`config.mk`:
```
export PLATFORM = sky130hd
export DESIGN_NAME = chan_fifo
export DESIGN_NICKNAME = d
export VERILOG_FILES = /design/src/rtl/chan_fifo_pkg.sv /design/src/rtl/cfifo_port_fsm.sv /design/src/rtl/cfifo_ctrl.sv /design/src/rtl/cfifo_datapath.sv /design/src/rtl/chan_fifo.sv
export SDC_FILE = /design/constraint.sdc
export NUM_CORES = 1
export LEC_CHECK = 0
export BUFFER_PORTS_ARGS = -buffer_cell sky130_fd_sc_hd__buf_4
export CAP_MARGIN = 20
export CELL_PAD_IN_SITES_DETAIL_PLACEMENT = 1
export CELL_PAD_IN_SITES_GLOBAL_PLACEMENT = 1
export CORE_AREA = 4 4 232 234
export CTS_CLUSTER_DIAMETER = 150
export DETAILED_ROUTE_END_ITERATION = 7
export DIE_AREA = 0 0 236 238
export PLACE_DENSITY = 0.82
export SLEW_MARGIN = 0
export SYNTH_ARGS = -nofsm -noshare
export SYNTH_HDL_FRONTEND = slang
export SYNTH_SLANG_ARGS = --single-unit
```
`constraint.sdc`:
```
create_clock -name clk -period 4.55 [get_ports clk]
set_input_delay 1.365 -clock clk [delete_from_list [all_inputs] [get_ports clk]]
set_output_delay 1.365 -clock clk [all_outputs]
set_load 0.02 [all_outputs]
```
`src/rtl/chan_fifo_pkg.sv`:
```
package chan_fifo_pkg;

  typedef enum logic [1:0] {
    PS_IDLE,
    PS_XFER,
    PS_ERR,
    PS_DRAIN
  } portState_e;

  typedef struct packed {
    logic wrEn;
    logic rdEn;
    logic statEn;
  } strobe_t;

endpackage

```
`src/rtl/cfifo_port_fsm.sv`:
```
module cfifo_port_fsm
  import chan_fifo_pkg::*;
#(
  parameter int BURST_LEN = 8,
  parameter int CNT_W     = 5,
  parameter int CH_W      = 4,
  parameter int CHAN_ID   = 3
) (
  input  logic             clk,
  input  logic             rstN,
  input  logic             req,
  input  logic             burst,
  input  logic [CH_W-1:0]  chan,
  input  logic [CNT_W-1:0] avail,
  output logic             ack,
  output logic             errAck,
  output logic             chanOk
);

  localparam int BEAT_W = BURST_LEN;

  portState_e            state;
  logic [BEAT_W-1:0]     beatsLeft;
  logic [CNT_W-1:0]      need;
  logic                  fits;

  assign chanOk = (chan == CH_W'(CHAN_ID));
  assign need   = burst ? CNT_W'(BURST_LEN) : CNT_W'(1);
  assign fits   = (avail >= need);

  always_ff @(posedge clk) begin
    if (!rstN) begin
      state     <= PS_IDLE;
      beatsLeft <= '0;
    end else begin
      case (state)
        PS_IDLE: begin
          if (req) begin
            if (chanOk && fits) begin
              state     <= PS_XFER;
              beatsLeft <= burst ? (BEAT_W'(1) << (BURST_LEN - 1)) : BEAT_W'(1);
            end else begin
              state <= PS_ERR;
            end
          end
        end
        PS_XFER: begin
          beatsLeft <= beatsLeft >> 1;
          if (beatsLeft[0]) begin
            state <= req ? PS_DRAIN : PS_IDLE;
          end
        end
        PS_ERR: begin
          state <= req ? PS_DRAIN : PS_IDLE;
        end
        PS_DRAIN: begin
          if (!req) state <= PS_IDLE;
        end
        default: state <= PS_IDLE;
      endcase
    end
  end

  assign ack    = (state == PS_XFER);
  assign errAck = (state == PS_ERR);

endmodule

```
`src/rtl/cfifo_ctrl.sv`:
```
module cfifo_ctrl
  import chan_fifo_pkg::*;
#(
  parameter int BURST_LEN = 8,
  parameter int CNT_W     = 5,
  parameter int CH_W      = 4,
  parameter int CHAN_ID   = 3
) (
  input  logic             clk,
  input  logic             rstN,
  input  logic             wrReq,
  input  logic             wrBurst,
  input  logic [CH_W-1:0]  wrChan,
  input  logic             rdReq,
  input  logic             rdBurst,
  input  logic [CH_W-1:0]  rdChan,
  input  logic             statReq,
  input  logic [CNT_W-1:0] occupancy,
  input  logic [CNT_W-1:0] vacancy,
  output logic             wrAck,
  output logic             wrErrAck,
  output logic             wrChanOk,
  output logic             rdAck,
  output logic             rdErrAck,
  output logic             rdChanOk,
  output strobe_t          stb
);

  cfifo_port_fsm #(
    .BURST_LEN(BURST_LEN), .CNT_W(CNT_W), .CH_W(CH_W), .CHAN_ID(CHAN_ID)
  ) uWrPort (
    .clk(clk), .rstN(rstN), .req(wrReq), .burst(wrBurst), .chan(wrChan),
    .avail(vacancy), .ack(wrAck), .errAck(wrErrAck), .chanOk(wrChanOk)
  );

  cfifo_port_fsm #(
    .BURST_LEN(BURST_LEN), .CNT_W(CNT_W), .CH_W(CH_W), .CHAN_ID(CHAN_ID)
  ) uRdPort (
    .clk(clk), .rstN(rstN), .req(rdReq), .burst(rdBurst), .chan(rdChan),
    .avail(occupancy), .ack(rdAck), .errAck(rdErrAck), .chanOk(rdChanOk)
  );

  always_comb begin
    stb.wrEn   = wrAck;
    stb.rdEn   = rdAck;
    stb.statEn = statReq;
  end

endmodule

```
`src/rtl/cfifo_datapath.sv`:
```
module cfifo_datapath
  import chan_fifo_pkg::*;
#(
  parameter int DATA_W = 36,
  parameter int DEPTH  = 16,
  parameter int CNT_W  = 5
) (
  input  logic              clk,
  input  logic              rstN,
  input  strobe_t           stb,
  input  logic [DATA_W-1:0] wrData,
  output logic [DATA_W-1:0] rdData,
  output logic              rdValid,
  output logic [DATA_W-1:0] statWord,
  output logic              statAck,
  output logic [CNT_W-1:0]  occupancy,
  output logic [CNT_W-1:0]  vacancy,
  output logic              empty,
  output logic              almostEmpty,
  output logic              halfEmpty
);

  localparam int PTR_W   = (DEPTH > 1) ? $clog2(DEPTH) : 1;
  localparam int STAT_W  = 32;
  localparam int VAC_W   = STAT_W - 4;
  localparam int HALF    = DEPTH / 2;

  logic [DATA_W-1:0] mem [DEPTH];
  logic [PTR_W-1:0]  wrPtr, rdPtr;
  logic              full, almostFull, halfFull;
  logic [STAT_W-1:0] statField;
  logic [DATA_W-1:0] statPacked;

  function automatic logic [PTR_W-1:0] nextPtr(input logic [PTR_W-1:0] p);
    return (p == PTR_W'(DEPTH - 1)) ? '0 : p + 1'b1;
  endfunction

  always_ff @(posedge clk) begin
    if (stb.wrEn) mem[wrPtr] <= wrData;
  end

  always_ff @(posedge clk) begin
    if (!rstN) begin
      wrPtr   <= '0;
      rdPtr   <= '0;
      rdData  <= '0;
      rdValid <= 1'b0;
    end else begin
      if (stb.wrEn) wrPtr <= nextPtr(wrPtr);
      if (stb.rdEn) begin
        rdPtr  <= nextPtr(rdPtr);
        rdData <= mem[rdPtr];
      end
      rdValid <= stb.rdEn;
    end
  end

  always_ff @(posedge clk) begin
    if (!rstN) begin
      occupancy <= '0;
      vacancy   <= CNT_W'(DEPTH);
    end else begin
      case ({stb.wrEn, stb.rdEn})
        2'b10: begin
          occupancy <= occupancy + 1'b1;
          vacancy   <= vacancy - 1'b1;
        end
        2'b01: begin
          occupancy <= occupancy - 1'b1;
          vacancy   <= vacancy + 1'b1;
        end
        default: ;
      endcase
    end
  end

  assign full        = (occupancy == CNT_W'(DEPTH));
  assign almostFull  = (vacancy <= CNT_W'(1));
  assign halfFull    = (occupancy >= CNT_W'(HALF));
  assign empty       = (occupancy == '0);
  assign almostEmpty = (occupancy <= CNT_W'(1));
  assign halfEmpty   = (occupancy <= CNT_W'(HALF));

  assign statField = {full, almostFull, halfFull, empty, VAC_W'(vacancy)};

  generate
    if (DATA_W > STAT_W) begin : gWide
      assign statPacked = {statField, {(DATA_W - STAT_W){1'b0}}};
    end else begin : gNarrow
      assign statPacked = statField;
    end
  endgenerate

  always_ff @(posedge clk) begin
    if (!rstN) begin
      statWord <= '0;
      statAck  <= 1'b0;
    end else begin
      statAck <= stb.statEn;
      if (stb.statEn) statWord <= statPacked;
    end
  end

endmodule

```
`src/rtl/chan_fifo.sv`:
```
module chan_fifo
  import chan_fifo_pkg::*;
#(
  parameter int DATA_W    = 36,
  parameter int DEPTH     = 16,
  parameter int BURST_LEN = 8,
  parameter int CH_W      = 4,
  parameter int CHAN_ID   = 3,
  localparam int CNT_W    = $clog2(DEPTH + 1)
) (
  input  logic              clk,
  input  logic              rstN,
  input  logic              wrReq,
  input  logic              wrBurst,
  input  logic [CH_W-1:0]   wrChan,
  input  logic [DATA_W-1:0] wrData,
  output logic              wrAck,
  output logic              wrErrAck,
  output logic              wrChanOk,
  input  logic              statReq,
  output logic              statAck,
  output logic [DATA_W-1:0] statWord,
  input  logic              rdReq,
  input  logic              rdBurst,
  input  logic [CH_W-1:0]   rdChan,
  output logic              rdAck,
  output logic              rdErrAck,
  output logic              rdChanOk,
  output logic [DATA_W-1:0] rdData,
  output logic              rdValid,
  output logic              rdEmpty,
  output logic              rdAlmostEmpty,
  output logic              rdHalfEmpty,
  output logic [CNT_W-1:0]  rdOccupancy
);

  strobe_t          stb;
  logic [CNT_W-1:0] vacCount;

  cfifo_ctrl #(
    .BURST_LEN(BURST_LEN), .CNT_W(CNT_W), .CH_W(CH_W), .CHAN_ID(CHAN_ID)
  ) uCtrl (
    .clk(clk), .rstN(rstN),
    .wrReq(wrReq), .wrBurst(wrBurst), .wrChan(wrChan),
    .rdReq(rdReq), .rdBurst(rdBurst), .rdChan(rdChan),
    .statReq(statReq), .occupancy(rdOccupancy), .vacancy(vacCount),
    .wrAck(wrAck), .wrErrAck(wrErrAck), .wrChanOk(wrChanOk),
    .rdAck(rdAck), .rdErrAck(rdErrAck), .rdChanOk(rdChanOk),
    .stb(stb)
  );

  cfifo_datapath #(
    .DATA_W(DATA_W), .DEPTH(DEPTH), .CNT_W(CNT_W)
  ) uData (
    .clk(clk), .rstN(rstN), .stb(stb), .wrData(wrData),
    .rdData(rdData), .rdValid(rdValid),
    .statWord(statWord), .statAck(statAck),
    .occupancy(rdOccupancy), .vacancy(vacCount),
    .empty(rdEmpty), .almostEmpty(rdAlmostEmpty), .halfEmpty(rdHalfEmpty)
  );

endmodule

```
==> flow_summary.yaml, run 1 <==
placement:
  port_buffers: 111
  gp_congestion: 0.747
  place_area_sq_um: 27200
  hpwl_um: 35900
  post-place-cells: 2131
clock_tree:
  clock-sinks: 661
  cts_hold_buf: 0
  cts_resized: 0
  post_cts_buffers: 0
  htreeDepth: 3
  root_buffer: "clkbuf_16"
  cts.path.max_buffers: 3
  cts_made_buffers: 70
global_route:
  grt_pass1_wl_um: 97300
  track_usage: 0.231
  antenna_found_initial: 2
  grt_remaining_overflow: 0
  grt_max_degree: 76
  grt_pass1_vias: 14900
run_status:
  status: "stopped before the end"
  failing_step: "detailed routing"
  error_line: "Error: net50 3 pin not visited #guides = 96"
logic_synthesis:
  yosysTopAreaCell: "edfxtp_1"
  syn_area_sq_um: 25600
  yosysWarnings: 0
  synth_seq_area_share: 0.743
  synth_ff_type: "edfxtp_1"
  syn_inst: 1375
  synth_enable_flop_cells: 576
  synth_seq_cells: 661
  synth_top_area_frac: 0.676
  synthDistinctLibCells: 57
  async_flop_share: 0
  synthTopCellsByArea: "edfxtp_1, mux4_2, dfxtp_1"
  syn_area_per_cell_sq_um: 18.6
floorplanning:
  num_rows: 84
  io-pin-count: 139
  start_util: 0.492
  die_w_um: 236
  die_h_um: 238
[per-stage QoR]
stage	utilization	setup slack, ns
after floorplan	-	1.37
after detailed placement	0.523	1.13
after global routing	0.566	1.10
after CTS	0.566	1.14
after global placement	0.522	1.17
[layer usage]
metal  track usage
met1         0.303
met2         0.389
met3        0.0536
met4        0.0753
met5             0
[cell usage after synthesis (2+ instances only)]
| library cell | instances |
|---|---|
| or3_1 | 3 |
| mux2i_1 | 83 |
| a211oi_4 | 2 |
| o21a_1 | 3 |
| or4b_1 | 3 |
| nand2_1 | 18 |
| nand4bb_1 | 2 |
| a21oi_1 | 93 |
| o21ai_0 | 43 |
| o211ai_1 | 10 |
| a22oi_1 | 35 |
| and2_1 | 18 |
| edfxtp_1 | 576 |
| ha_1 | 26 |
| mux4_2 | 109 |
| nor2_1 | 29 |
| or4_1 | 2 |
| nand3_1 | 4 |
| buf_4 | 30 |
| dfxtp_1 | 85 |
| a2bb2oi_1 | 6 |
| a31oi_1 | 4 |
| nand4b_1 | 3 |
| nand4_1 | 8 |
| o221ai_1 | 35 |
| nor2b_1 | 4 |
| buf_1 | 7 |
| clkinv_1 | 2 |
| inv_1 | 16 |
| nor3_1 | 3 |
| nand2b_1 | 5 |
| xnor2_1 | 4 |
| a311oi_1 | 3 |
| nor4_1 | 2 |
| a211oi_1 | 3 |
| nand3b_1 | 3 |
| buf_2 | 21 |
| clkbuf_1 | 44 |
| xor2_1 | 6 |
| o21ai_1 | 5 |
[cell families after synthesis]
group | synth area share
xor+xnor | 0.00342
simple gates | 0.0252
other cells | 0.000147
buf+inv | 0.0239
compound gates | 0.0633
flops | 0.743
fa+ha+maj | 0.0127
mux | 0.128
==> run 2, diff against run 1 <==
--- a/config.mk
+++ b/config.mk
@@ -7,13 +7,10 @@
 export LEC_CHECK = 0
 export BUFFER_PORTS_ARGS = -buffer_cell sky130_fd_sc_hd__buf_4
 export CAP_MARGIN = 20
-export CELL_PAD_IN_SITES_DETAIL_PLACEMENT = 1
-export CELL_PAD_IN_SITES_GLOBAL_PLACEMENT = 1
-export CORE_AREA = 4 4 232 234
-export CTS_CLUSTER_DIAMETER = 150
+export CORE_AREA = 4 4 276 278
 export DETAILED_ROUTE_END_ITERATION = 7
-export DIE_AREA = 0 0 236 238
-export PLACE_DENSITY = 0.82
+export DIE_AREA = 0 0 280 282
+export PLACE_DENSITY_LB_ADDON = 0.15
 export SLEW_MARGIN = 0
 export SYNTH_ARGS = -nofsm -noshare
 export SYNTH_HDL_FRONTEND = slang
==> flow_summary.yaml, run 2 <==
floorplanning:
  die_w_um: 280
  core_sq_um: 73900
  die_h_um: 282
  io-pin-count: 139
  die_area_sq_um: 79000
  start_util: 0.346
  num_rows: 100
logic_synthesis:
  synth_seq_cells: 661
  synth_ff_type: "edfxtp_1"
  synth_enable_flop_cells: 576
  yosysWarnings: 0
  synthTopCellsByArea: "edfxtp_1, mux4_2, dfxtp_1"
  async_flop_share: 0
  syn_inst: 1375
  yosysTopAreaCell: "edfxtp_1"
  synthDistinctLibCells: 57
  synth_top_area_frac: 0.676
  synth.most_common_cell: "edfxtp_1"
  syn_area_sq_um: 25600
  synth_common_cells: "edfxtp_1, mux4_2, a21oi_1, dfxtp_1, mux2i_1"
  synth_seq_area_share: 0.743
  syn_area_per_cell_sq_um: 18.6
final_layout:
  top_regs: "uData.mem (576), uData.rdData (36), uData.statWord (9)"
  drive_above_1_share: 0.243
  syn_to_final_growth_pct: 16.3
  final_common_cell: "edfxtp_1"
  fill_cells: 6634
  largest_register: "uData.mem"
  fin_cells: 2539
  multi_input_area_sq_um: 6130
  layout.nets: 1585
  seq_area_sq_um: 19000
  final_cell_mix: "edfxtp_1, buf_4, mux4_2, a21oi_1"
  largest_register_ffs: 576
pwr:
  power_uw: 15600
  p_leak_uw: 0.00955
  peakVddDrop_uv: 268
  powerDensity_nw_per_um2: 524
global_route:
  grt_remaining_overflow: 0
  grt_pass1_wl_um: 92100
  grt_max_degree: 58
  track_usage: 0.158
  grt_pass1_vias: 13500
  antenna_found_initial: 2
worst_setup_path:
  path_class: "primary input to primary output"
  worstSetupStartpointType: "primary input"
  crit_required_ns: 3.18
  rrSetupSlack_ns: 1.69
  worstPathMaxFanout: 5
  worstPathArrival_ns: 2.10
  endpoint_kind: "primary output"
sta:
  hold_viol_final: 0
  rsz0062_at_grt: "false"
  finalSetupViolCount: 0
  tns_ns: 0
  layout_setup_ws_ns: 1.08
  skew_ns: 0.0249
  fmax_ghz: 0.288
  layout_min_cycle_time_ns: 3.47
  worst_slew_pin_slew_ns: 0.927
  finalCritPeriodShare: 0.762
  max-slew-margin-rel: 0.381
  slew_violations: 0
drt:
  dr_total_vias: 13100
  viasPerCell: 5.18
  wirelength_um: 62700
  drt_iter0_drc: 1122
  wl_per_cell_um: 24.7
  drt.antenna.violating_nets: 0
  dr.pass1.iters: 5
  drc: 0
clock_tree:
  clkTransAtPathRegs_ns: 0.06
  root_buffer: "clkbuf_16"
  cts_hold_buf: 0
  cts.path.max_buffers: 3
  htreeDepth: 3
  post_cts_buffers: 0
  clock-sinks: 661
  cts_resized: 0
  cts_made_buffers: 72
  clk_latency_ns: 0.61
  cts_tree: "built"
placement:
  port_buffers: 111
  pre_cts_slack_ns: 1.04
  hpwl_um: 33000
  post-place-cells: 2403
  gp_congestion: 0.694
worst_hold_path:
  hold_path_class: "register to register"
run:
  drv_cap: 0
run_status:
  status: "finished, final reports clean"
## run 2: cell counts after synthesis
No cell type changed its count.
## run 2: area by class of cell
cell class	count	area share
Sequential cell	661	0.639
Timing Repair Buffer	137	0.0362
Antenna cell	2	0.000168
Tap cell	969	0.0407
Inverter	18	0.00227
Clock buffer	104	0.0690
Clock inverter	30	0.00664
Multi-Input combinational cell	618	0.206
## run 2: power by group
| group | total, uW | internal [uW] | switching [uW] |
|---|---|---|---|
| Clock | 5560 | 3170 | 2390 |
| Combinational | 2840 | 1290 | 1550 |
| Sequential | 7190 | 6900 | 286 |
## run 2: routing by layer
layer	vias up	track usage	part of all wire
met1	6943	0.225	0.46
met5	-	0	0
met3	82	0.0302	0.047
met4	0	0.0381	0.019
li1	5821	-	-
met2	301	0.253	0.47
## run 2: worst paths after layout
path	end	from	cells past startpoint
min reg2reg	uCtrl.uRdPort.beatsLeft[3]	uCtrl.uRdPort.beatsLeft[4]	2
max	wrChanOk	wrChan[2]	4
min	uCtrl.uRdPort.beatsLeft[3]	uCtrl.uRdPort.beatsLeft[4]	2
max reg2reg	uData.mem[2][2]	uCtrl.uWrPort.state[1]	7
## run 2: logic make-up (layout without fill, tap and decap cells)
kind of cell | after synthesis | after routing | synth area share
flip-flops | 661 | 661 | 0.743
AO/OA/AOI/OAI | 250 | 250 | 0.0633
multiplexers | 192 | 192 | 0.128
buffers and inverters | 122 | 289 | 0.0239
AND/OR/NAND/NOR | 113 | 113 | 0.0252
adder cells (fa/ha/maj) | 26 | 26 | 0.0127
XOR/XNOR | 10 | 10 | 0.00342
other | 1 | 29 | 0.000147
## run 2: through the flow
step | hold WS [ns] | util | area (sq um)
final | 0.446 | 0.402 | 29800
after global routing | 0.480 | 0.402 | 29700
after CTS | 0.455 | 0.402 | 29700
after detailed placement | 0.443 | 0.372 | 27500
after global placement | 0.442 | 0.372 | 27500
after floorplan | 0.431 | - | 25700
## run 2: critical path, stage by stage
cell and delay [ns]:
buf_4 0.10, nand4bb_2 0.33, inv_1 0.15, buf_4 0.15
Note: power is estimated with default switching activity, not from simulation.
